<file path="src/rtl/acpi_ec_pkg.sv">
package acpi_ec_pkg;

    localparam logic [7:0] OP_MEM_READ  = 8'h80;
    localparam logic [7:0] OP_MEM_WRITE = 8'h81;
    localparam logic [7:0] OP_EVT_QUERY = 8'h84;

    localparam logic [7:0] SPACE_REV = 8'h01;

    typedef enum logic [2:0] {
        ST_IDLE,
        ST_DECODE,
        ST_RD_ADDR,
        ST_RD_OUT,
        ST_WR_ADDR,
        ST_WR_VAL,
        ST_QUERY
    } ec_state_t;

    typedef struct packed {
        logic rsvd;
        logic smi;
        logic sci;
        logic burst;
        logic last_cmd;
        logic proc;
        logic in_full;
        logic out_full;
    } ec_status_t;

endpackage

</file>
<file path="src/rtl/acpi_ec_hostregs.sv">
module acpi_ec_hostregs #(
    parameter int DATA_W = 8
) (
    input  logic              clk,
    input  logic              rst_n,
    input  logic              host_wr,
    input  logic              host_wr_cmd,
    input  logic [DATA_W-1:0] host_wdata,
    input  logic              host_rd,
    input  logic              take_in,
    input  logic              load_out,
    input  logic [DATA_W-1:0] load_val,
    output logic              in_full,
    output logic              out_full,
    output logic              last_cmd,
    output logic [DATA_W-1:0] in_byte,
    output logic [DATA_W-1:0] out_byte
);

    // Input side: a new host write wins over consumption in the same cycle.
    always_ff @(posedge clk) begin
        if (!rst_n) begin
            in_full  <= 1'b0;
            last_cmd <= 1'b0;
            in_byte  <= '0;
        end else if (host_wr) begin
            in_full  <= 1'b1;
            last_cmd <= host_wr_cmd;
            in_byte  <= host_wdata;
        end else if (take_in) begin
            in_full  <= 1'b0;
        end
    end

    // Output side: a fresh load wins over a host read in the same cycle.
    always_ff @(posedge clk) begin
        if (!rst_n) begin
            out_full <= 1'b0;
            out_byte <= '0;
        end else if (load_out) begin
            out_full <= 1'b1;
            out_byte <= load_val;
        end else if (host_rd) begin
            out_full <= 1'b0;
        end
    end

endmodule

</file>
<file path="src/rtl/acpi_ec_space.sv">
module acpi_ec_space #(
    parameter int ADDR_W  = 8,
    parameter int DATA_W  = 8,
    parameter int LVL_MAX = 100
) (
    input  logic              clk,
    input  logic              rst_n,
    input  logic              wr_en,
    input  logic [ADDR_W-1:0] addr,
    input  logic [DATA_W-1:0] wr_data,
    output logic [DATA_W-1:0] rd_data,
    output logic [DATA_W-1:0] level
);

    localparam logic [ADDR_W-1:0] A_REV   = ADDR_W'(0);
    localparam logic [ADDR_W-1:0] A_TEST  = ADDR_W'(1);
    localparam logic [ADDR_W-1:0] A_TCOMP = ADDR_W'(2);
    localparam logic [ADDR_W-1:0] A_LEVEL = ADDR_W'(3);
    localparam logic [DATA_W-1:0] LVL_TOP = DATA_W'(LVL_MAX);

    logic [DATA_W-1:0] test_q;
    logic [DATA_W-1:0] level_q;

    always_ff @(posedge clk) begin
        if (!rst_n) begin
            test_q  <= '0;
            level_q <= '0;
        end else if (wr_en) begin
            if (addr == A_TEST) begin
                test_q <= wr_data;
            end
            if (addr == A_LEVEL) begin
                level_q <= (wr_data > LVL_TOP) ? LVL_TOP : wr_data;
            end
        end
    end

    always_comb begin
        unique case (addr)
            A_REV:   rd_data = DATA_W'(acpi_ec_pkg::SPACE_REV);
            A_TEST:  rd_data = test_q;
            A_TCOMP: rd_data = ~test_q;
            A_LEVEL: rd_data = level_q;
            default: rd_data = '0;
        endcase
    end

    assign level = level_q;

endmodule

</file>
<file path="src/rtl/acpi_ec_evt_pick.sv">
module acpi_ec_evt_pick #(
    parameter int NUM_EVT = 32,
    parameter int CODE_W  = 8
) (
    input  logic [NUM_EVT-1:0] pend,
    output logic [CODE_W-1:0]  code,
    output logic [NUM_EVT-1:0] hot
);

    logic [NUM_EVT:0] below;

    assign below[0] = 1'b0;

    for (genvar i = 0; i < NUM_EVT; i++) begin : g_pick
        assign below[i+1] = below[i] | pend[i];
        assign hot[i]     = pend[i] & ~below[i];
    end

    always_comb begin
        code = '0;
        for (int i = 0; i < NUM_EVT; i++) begin
            if (hot[i]) begin
                code = CODE_W'(i + 1);
            end
        end
    end

endmodule

</file>
<file path="src/rtl/acpi_ec_port.sv">
module acpi_ec_port #(
    parameter int NUM_EVT = 32,
    parameter int LVL_MAX = 100
) (
    input  logic               clk,
    input  logic               rst_n,
    input  logic               host_wr,
    input  logic               host_wr_cmd,
    input  logic [7:0]         host_wdata,
    input  logic               host_rd,
    output logic [7:0]         host_rdata,
    output logic [7:0]         status,
    input  logic               sci_req,
    input  logic               smi_req,
    input  logic [NUM_EVT-1:0] evt_pend,
    output logic [NUM_EVT-1:0] evt_clr,
    output logic [7:0]         backlight
);
    import acpi_ec_pkg::*;

    localparam int BYTE_W = 8;

    ec_state_t state, nxt;

    logic              in_full, out_full, last_cmd;
    logic [BYTE_W-1:0] in_byte, out_byte;
    logic              take_in, load_out, mem_we, cmd_ld, addr_ld, clr_now;
    logic [BYTE_W-1:0] load_val;
    logic [BYTE_W-1:0] cmd_q, addr_q;
    logic [BYTE_W-1:0] space_rd;
    logic [BYTE_W-1:0] evt_code;
    logic [NUM_EVT-1:0] evt_hot;
    ec_status_t        stat_s;

    acpi_ec_hostregs #(.DATA_W(BYTE_W)) u_regs (
        .clk         (clk),
        .rst_n       (rst_n),
        .host_wr     (host_wr),
        .host_wr_cmd (host_wr_cmd),
        .host_wdata  (host_wdata),
        .host_rd     (host_rd),
        .take_in     (take_in),
        .load_out    (load_out),
        .load_val    (load_val),
        .in_full     (in_full),
        .out_full    (out_full),
        .last_cmd    (last_cmd),
        .in_byte     (in_byte),
        .out_byte    (out_byte)
    );

    acpi_ec_space #(.ADDR_W(BYTE_W), .DATA_W(BYTE_W), .LVL_MAX(LVL_MAX)) u_space (
        .clk     (clk),
        .rst_n   (rst_n),
        .wr_en   (mem_we),
        .addr    (addr_q),
        .wr_data (in_byte),
        .rd_data (space_rd),
        .level   (backlight)
    );

    acpi_ec_evt_pick #(.NUM_EVT(NUM_EVT), .CODE_W(BYTE_W)) u_pick (
        .pend (evt_pend),
        .code (evt_code),
        .hot  (evt_hot)
    );

    // State register
    always_ff @(posedge clk) begin
        if (!rst_n) begin
            state <= ST_IDLE;
        end else begin
            state <= nxt;
        end
    end

    // Next state and control outputs
    always_comb begin
        nxt      = state;
        take_in  = 1'b0;
        load_out = 1'b0;
        load_val = '0;
        mem_we   = 1'b0;
        cmd_ld   = 1'b0;
        addr_ld  = 1'b0;
        clr_now  = 1'b0;
        unique case (state)
            ST_IDLE: begin
                if (in_full) begin
                    take_in = 1'b1;
                    if (last_cmd) begin
                        cmd_ld = 1'b1;
                        nxt    = ST_DECODE;
                    end
                end
            end
            ST_DECODE: begin
                case (cmd_q)
                    OP_MEM_READ:  nxt = ST_RD_ADDR;
                    OP_MEM_WRITE: nxt = ST_WR_ADDR;
                    OP_EVT_QUERY: nxt = ST_QUERY;
                    default:      nxt = ST_IDLE;
                endcase
            end
            ST_RD_ADDR, ST_WR_ADDR: begin
                if (in_full) begin
                    take_in = 1'b1;
                    if (last_cmd) begin
                        cmd_ld = 1'b1;
                        nxt    = ST_DECODE;
                    end else begin
                        addr_ld = 1'b1;
                        nxt     = (state == ST_RD_ADDR) ? ST_RD_OUT : ST_WR_VAL;
                    end
                end
            end
            ST_RD_OUT: begin
                load_out = 1'b1;
                load_val = space_rd;
                nxt      = ST_IDLE;
            end
            ST_WR_VAL: begin
                if (in_full) begin
                    take_in = 1'b1;
                    if (last_cmd) begin
                        cmd_ld = 1'b1;
                        nxt    = ST_DECODE;
                    end else begin
                        mem_we = 1'b1;
                        nxt    = ST_IDLE;
                    end
                end
            end
            ST_QUERY: begin
                load_out = 1'b1;
                load_val = evt_code;
                clr_now  = 1'b1;
                nxt      = ST_IDLE;
            end
            default: nxt = ST_IDLE;
        endcase
    end

    // Command, address and event-clear registers
    always_ff @(posedge clk) begin
        if (!rst_n) begin
            cmd_q   <= '0;
            addr_q  <= '0;
            evt_clr <= '0;
        end else begin
            if (cmd_ld) begin
                cmd_q <= in_byte;
            end
            if (addr_ld) begin
                addr_q <= in_byte;
            end
            evt_clr <= clr_now ? evt_hot : '0;
        end
    end

    always_comb begin
        stat_s.rsvd     = 1'b0;
        stat_s.smi      = smi_req;
        stat_s.sci      = sci_req;
        stat_s.burst    = 1'b0;
        stat_s.last_cmd = last_cmd;
        stat_s.proc     = (state != ST_IDLE);
        stat_s.in_full  = in_full;
        stat_s.out_full = out_full;
    end

    assign status     = stat_s;
    assign host_rdata = out_byte;

endmodule

</file>
<file path="config.mk">
export PLATFORM = sky130hd
export DESIGN_NAME = acpi_ec_port
export DESIGN_NICKNAME = d
export VERILOG_FILES = /design/src/rtl/acpi_ec_pkg.sv /design/src/rtl/acpi_ec_hostregs.sv /design/src/rtl/acpi_ec_space.sv /design/src/rtl/acpi_ec_evt_pick.sv /design/src/rtl/acpi_ec_port.sv
export SDC_FILE = /design/constraint.sdc
export NUM_CORES = 1
export LEC_CHECK = 0
export BUFFER_PORTS_ARGS = -buffer_cell sky130_fd_sc_hd__buf_2
export CAP_MARGIN = 10
export CORE_MARGIN = 2
export CORE_UTILIZATION = 52
export CTS_CLUSTER_DIAMETER = 60
export DETAILED_ROUTE_END_ITERATION = 10
export GPL_TIMING_DRIVEN = 0
export HOLD_SLACK_MARGIN = 0.02
export PLACE_DENSITY = 0.79
export RECOVER_POWER = 100
export SLEW_MARGIN = 30
export SYNTH_ARGS = -nofsm -noshare
export SYNTH_HDL_FRONTEND = slang
export SYNTH_SLANG_ARGS = --single-unit
</file>
<file path="constraint.sdc">
create_clock -name clk -period 2.32 [get_ports clk]
set_input_delay 0.464 -clock clk [delete_from_list [all_inputs] [get_ports clk]]
set_output_delay 0.464 -clock clk [all_outputs]
set_load 0.01 [all_outputs]
</file>
======== Yosys cells after proc, flatten, opt, wreduce, memory -nomap -nowiden ========
Index checks and enable logic that the tools add are counted.
word-level totals
  register bits after elaboration ......... 86
  latch bits .............................. 0
  RAM bits ................................ 0
  ROM bits ................................ 0
  input bits .............................. 47
  output and inout bits ................... 56
  memories kept ........................... 0
cells by class
  add/subtract/negate cells ............... 0
  multiply operators ...................... 0
  div/mod/pow operators ................... 0
  order comparisons ....................... 1
  eq/ne operators ......................... 16
  shift operators ......................... 0
  muxes and demuxes ....................... 59
  bitwise operators ....................... 93
  reduce and logical (&&, ||, !) cells .... 12
operators with widths
  cell                                                                             number
  8-bit two-way mux                                                                32
  8-bit case mux with 4 select lines                                               1
  1-bit bitwise AND                                                                31
  1-bit NOT                                                                        31
  1-bit OR                                                                         30
  8-bit equality test, second input constant                                       3
  3-bit two-way mux                                                                6
  1-bit two-way mux                                                                17
  8-bit by 2-bit equality test with 1-bit output, second input constant            2
  8-bit case mux with 2 select lines                                               1
  3-bit case mux with 4 select lines                                               1
  3-bit equality test, second input constant                                       3
  3-bit case mux with 3 select lines                                               1
  8-bit by 1-bit equality test with 1-bit output, second input constant            1
  8-bit by 7-bit greater-than comparator with 1-bit output, second input constant  1
  8-bit logical NOT                                                                1
  2-bit by 1-bit inequality test with 1-bit output, second input constant          4
  8-bit NOT                                                                        1
  3-bit by 2-bit equality test with 1-bit output, second input constant            2
  2-bit AND reduction                                                              3
  4-bit AND reduction                                                              1
  2-bit nonzero test                                                               2
  2-bit OR reduction                                                               2
  4-bit OR reduction                                                               1
  3 further kinds                                                                  3

======== Logic depth before layout (Yosys ltp) ========
  depth in word-level cells ............... 34
  depth in mapped cells ................... 8

======== Modules after synthesis ========
From an unflattened synthesis, not the netlist that was laid out.
second synthesis, totals
  cell total of the unflattened synthesis .. 498
  area total of the unflattened synthesis .. 4436.8 um^2
modules (own cells, without submodules)
  module            times used  cells an instance  area each (um^2)  sequential area each (um^2)
  acpi_ec_port      1           205                2034.5            1021.0
  acpi_ec_space     1           111                949.7             320.3
  acpi_ec_evt_pick  1           122                734.5             0.0
  acpi_ec_hostregs  1           60                 718.2             380.4

======== Least setup slack after synthesis ========
No wires, ideal clock.
  kind .................................... input -> register
  start ................................... input evt_pend[19]
  end ..................................... register u_regs.out_byte[3]
  library setup time ...................... 0.130 ns
  data arrival time ....................... 1.633 ns
  slack ................................... 0.557 ns
  stages .................................. 6
  buffers on the path ..................... 0
  cell sequence ........................... nor4_4 > and3_1 > nor2b_1 > a21oi_1 > a211oi_2 > nor3_2
between the ends
  longest elaborated chain between the ends .. 16
  elaborated cells between the ends (all ways) .. 51
  those cells by class .................... mux: 14; bitwise: 37
ends and longest elaborated chain
  element                                                         RTL line                                        source
  start, declared                                                 acpi_ec_port.sv:15                              input logic [NUM_EVT-1:0] evt_pend,
  1-bit OR                                                        acpi_ec_evt_pick.sv:15                          assign below[i+1] = below[i] | pend[i];
  1-bit NOT / 1-bit OR (equally long branches)                    acpi_ec_evt_pick.sv:16, acpi_ec_evt_pick.sv:15
  1-bit bitwise AND, or another cell as far along                 acpi_ec_evt_pick.sv:16                          assign hot[i] = pend[i] & ~below[i];
  8-bit two-way mux, or another cell as far along (10 in series)  acpi_ec_evt_pick.sv:22                          if (hot[i]) begin
  8-bit two-way mux / 1-bit bitwise AND (equally long branches)   acpi_ec_evt_pick.sv:22, acpi_ec_evt_pick.sv:16
  8-bit two-way mux *                                             acpi_ec_evt_pick.sv:22
  8-bit case mux with 2 select lines *                            acpi_ec_port.sv:87                              unique case (state)
  end signal, assigned                                            acpi_ec_hostregs.sv:42                          out_byte <= load_val;
  end, declared                                                   acpi_ec_hostregs.sv:17                          output logic [DATA_W-1:0] out_byte
Every way passes the cells marked *; elsewhere a longest branch is shown, timed or not.
A chain may end at the register's enable or synchronous reset.

======== Final worst setup path ========
  start ................................... input evt_pend[7]
  end ..................................... register u_regs.out_byte[3]
between the ends
  longest elaborated chain between the ends .. 28
  elaborated cells between the ends (all ways) .. 99
  those cells by class .................... mux: 26; bitwise: 73
ends and longest elaborated chain
  element                                                         RTL line
  1-bit OR                                                        acpi_ec_evt_pick.sv:15
  1-bit NOT / 1-bit OR (equally long branches)                    acpi_ec_evt_pick.sv:16, acpi_ec_evt_pick.sv:15
  1-bit bitwise AND, or another cell as far along                 acpi_ec_evt_pick.sv:16
  8-bit two-way mux, or another cell as far along (22 in series)  acpi_ec_evt_pick.sv:22
  8-bit two-way mux / 1-bit bitwise AND (equally long branches)   acpi_ec_evt_pick.sv:22, acpi_ec_evt_pick.sv:16
  8-bit two-way mux *                                             acpi_ec_evt_pick.sv:22
  8-bit case mux with 2 select lines *                            acpi_ec_port.sv:87
Marked as above.

==> flow_summary.ini <==
[outcome]
status = finished clean

[detailed_routing]
drt_first_iter_violations = 174
vias = 3502
totalWireLength_mm = 9.54
drtAntennaViolNets = 0
post_drt_wl_per_cell_um = 15.0
post_detailed_route_via_to_cell_ratio = 5.49
drc = 0
drt_first_pass_iters = 6

[clock_tree]
cts.htree.levels = 3
clkSlewWorstSetupHoldPaths_ns = 0.09
cts_hold_buffers = 0
cts_tree = built
clk_root_buffer_cell = clkbuf_8
cts_resized = 0
cts_bufs_inserted = 9
cts.sink_count = 86
cts_buffer_depth = 2
clock_insertion_delay_worst_skew_ns = 0.36
post_cts_buffers = 0

[logic_synthesis]
synth_top_area_share_pct = 45.4
ys_dominant_reg_cell = dfxtp_1
post_synth_main_area_contributors = dfxtp_1 45%, nor2_1 7.3%, mux2i_1 6.3%
ys_top_cells_by_count = 86 x dfxtp_1, 74 x nor2_1, 30 x o21ai_0, 29 x nand2_1, 27 x a21oi_1
synth_cell_types = 56
synth-warning-count = 0
synth_async_reset_ratio_pct = 0
synth_cell_area_um2 = 3790
ys_seq_elements = 86
yosys.cell_count.top_type = dfxtp_1
number_of_synthesized_flops_with_an_enable_pin = 0
yosysTopAreaCell = dfxtp_1
post_synth_inst_count = 426
post_synthesis_sequential_area_ratio_pct = 45.4
synth_area_per_cell_um2 = 8.91

[layout]
nFillCells = 655
total_non_filler_cell_area_in_the_finished_layout_um2 = 4520
nNetsFinal = 581
synthToLayoutAreaGrowth_pct = 19.1
antennaDiodeCount = 0
post_route_cells_drive_above_1_share_pct = 15.4

[timing]
finalCriticalPeriod_ns = 2.09
setup_violations = 0
worst_clock_skew_ns = 0.0155
maxClockFrequency_mhz = 478
worstMarginPinSlew_ns = 0.843
final.period_utilization_pct = 90.2
fin_setup_tns_ns = 0
final-hold-violation-count = 0
setup_ws_ns = 0.228
relSlewSlack_pct = 43.6
final_max_slew_viol_count = 0
grt_setup_unrepaired = no

[critical_path]
r2r_start = state[0]
required_ns = 2.55
crit_arrival_ns = 2.32
startpoint_type = input port
rr_endpoint = u_space.level[0]
timing.setup.critical_path_class = input port to flop
cp_max_fo = 6
critical_path.cell_chain = clkbuf_1 > nor4_1 > nand3_2 > nor2_1 > a21oi_1 > a211oi_2 > nor3_2
r2r_slack_ns = 0.31
crit_path_max_incr_delay_ns = 0.59
cpMaxStageDelayCell = nor4_1
critPathCaptureType = flop
reg2regPathDepth = 7

[hold_path]
holdPathStages = 2
worstHoldStart = evt_pend[8]
hold_class = input port to flop
worstHoldEndpoint = evt_clr[10]

[global_route]
grt_first_pass_wirelength_mm = 15.3
grt_pass1_vias = 3199
grt_antenna_before_repair = 0
global_route.overflow_total = 0
grt_util_all_layers_pct = 24.7
grt_max_degree = 16

[placement]
hpwlAfterDp_mm = 6.99
placedInstanceArea_um2 = 4400
gpl.final_weighted_congestion = 0.879
detailedPlace.worstSlack_ns = 0.0616
port_buffers = 96

[die]
rows = 31
core_area_um2 = 7180
die_w_um = 89.4
io-pin-count = 103
floorplan.die.height_um = 89.4
design.die.area_um2 = 8000
initial_utilization_pct = 52.9

[power]
leakage_power_total_nw = 1.77
pwr_density_cell_nw_per_um2 = 605
vdd.ir_drop.worst_mv = 0.417

[flow_run]
maxCapViolations = 0
==> registers in the layout (all words and copies together), names as in the netlist, 3 cells and up <==
signal and flops:
evt_clr 32, addr_q 8, cmd_q 8, u_regs.in_byte 8, u_regs.out_byte 8, u_space.level 8, u_space.test_q 8, state 3
==> how the worst max path moves through the flow <==
stage,startpoint,end,slack [ns],cells past startpoint
global route,evt_pend[7],u_regs.out_byte[3],0.09,7
floorplan,evt_pend[19],u_regs.out_byte[3],0.56,6
finish,evt_pend[7],u_regs.out_byte[3],0.23,7
CTS,state[1],evt_clr[28],0.36,7
detailed placement,evt_pend[7],u_regs.out_byte[3],0.06,7
global placement,evt_pend[7],u_regs.out_byte[3],0.11,7
==> per-layer routing <==
metal  vias to the layer above  routed length (µm)  global-route usage [%]
li1                       1737                   -                       -
met1                      1608                4250                    32.1
met2                       141                4530                    40.1
met3                        16                 573                    3.79
met4                         0                 182                    11.8
met5                         -                   0                       0
==> through the flow <==
step | hold slack, ns | cells | total power, W | utilization (%)
final | 0.310 | 638 | 0.00273 | 63.0
after global routing | 0.317 | 638 | 0.00284 | 63.0
after CTS | 0.299 | 638 | 0.00275 | 64.1
after detailed placement | 0.456 | 622 | 0.00172 | 61.4
after global placement | 0.447 | 622 | 0.00172 | 61.4
after floorplan | 0.450 | 427 | 0.00163 | -
==> critical path, delay by kind of cell <==
kind | cells | cell delay, ns
compound gates | 2 | 0.46
buf+inv | 1 | 0.14
simple gates | 4 | 1.25
==> placed cells by master, fill, tap and decap left out, types with 3 or more instances in the layout <==
cell type | synthesis | final
a32o_1 | 3 | 3
nor3b_1 | 4 | 4
and3_1 | 14 | 14
buf_4 | 9 | 7
nor2_1 | 74 | 76
dfxtp_1 | 86 | 86
o21ai_0 | 30 | 30
clkbuf_1 | 8 | 66
nor4_1 | 8 | 8
nor4_4 | 3 | 3
buf_2 | 4 | 44
mux2i_1 | 24 | 24
clkinvlp_4 | 0 | 3
o211ai_1 | 6 | 6
nand2_1 | 29 | 29
inv_1 | 13 | 13
nor3_1 | 9 | 9
and4b_1 | 5 | 5
a21oi_1 | 27 | 27
clkbuf_8 | 0 | 9
nand3_1 | 9 | 10
a22o_1 | 4 | 4
a22oi_1 | 8 | 8
and4_1 | 3 | 3
==> where the power goes <==
part	leakage (nW)	switching, W	internal, W
Sequential	0.695	0.0000236	0.00149
Clock	0.0891	0.000541	0.000503
Combinational	0.990	0.000109	0.0000725
==> layout make-up <==
class	count	area [µm²]	share of cell area [%]
multi-input combinational	304	1890	41.8
sequential	86	1720	38.1
timing repair buffer	96	413	9.13
clock buffer	10	128	2.82
buffer	23	124	2.74
tap	99	124	2.74
clock inverter	6	70.1	1.55
inverter	14	52.6	1.16
==> logic make-up (layout without fill, tap and decap cells) <==
| group | count (synthesis) | count (layout) | share of synthesized area [%] |
|---|---|---|---|
| compound gates | 95 | 95 | 16.7 |
| xor+xnor | 3 | 3 | 0.693 |
| mux | 24 | 24 | 6.33 |
| buf+inv | 37 | 149 | 4.71 |
| other cells | 1 | 2 | 0.0988 |
| flops | 86 | 86 | 45.4 |
| simple gates | 180 | 180 | 26.1 |
Note: power is estimated with default switching activity, not from simulation.
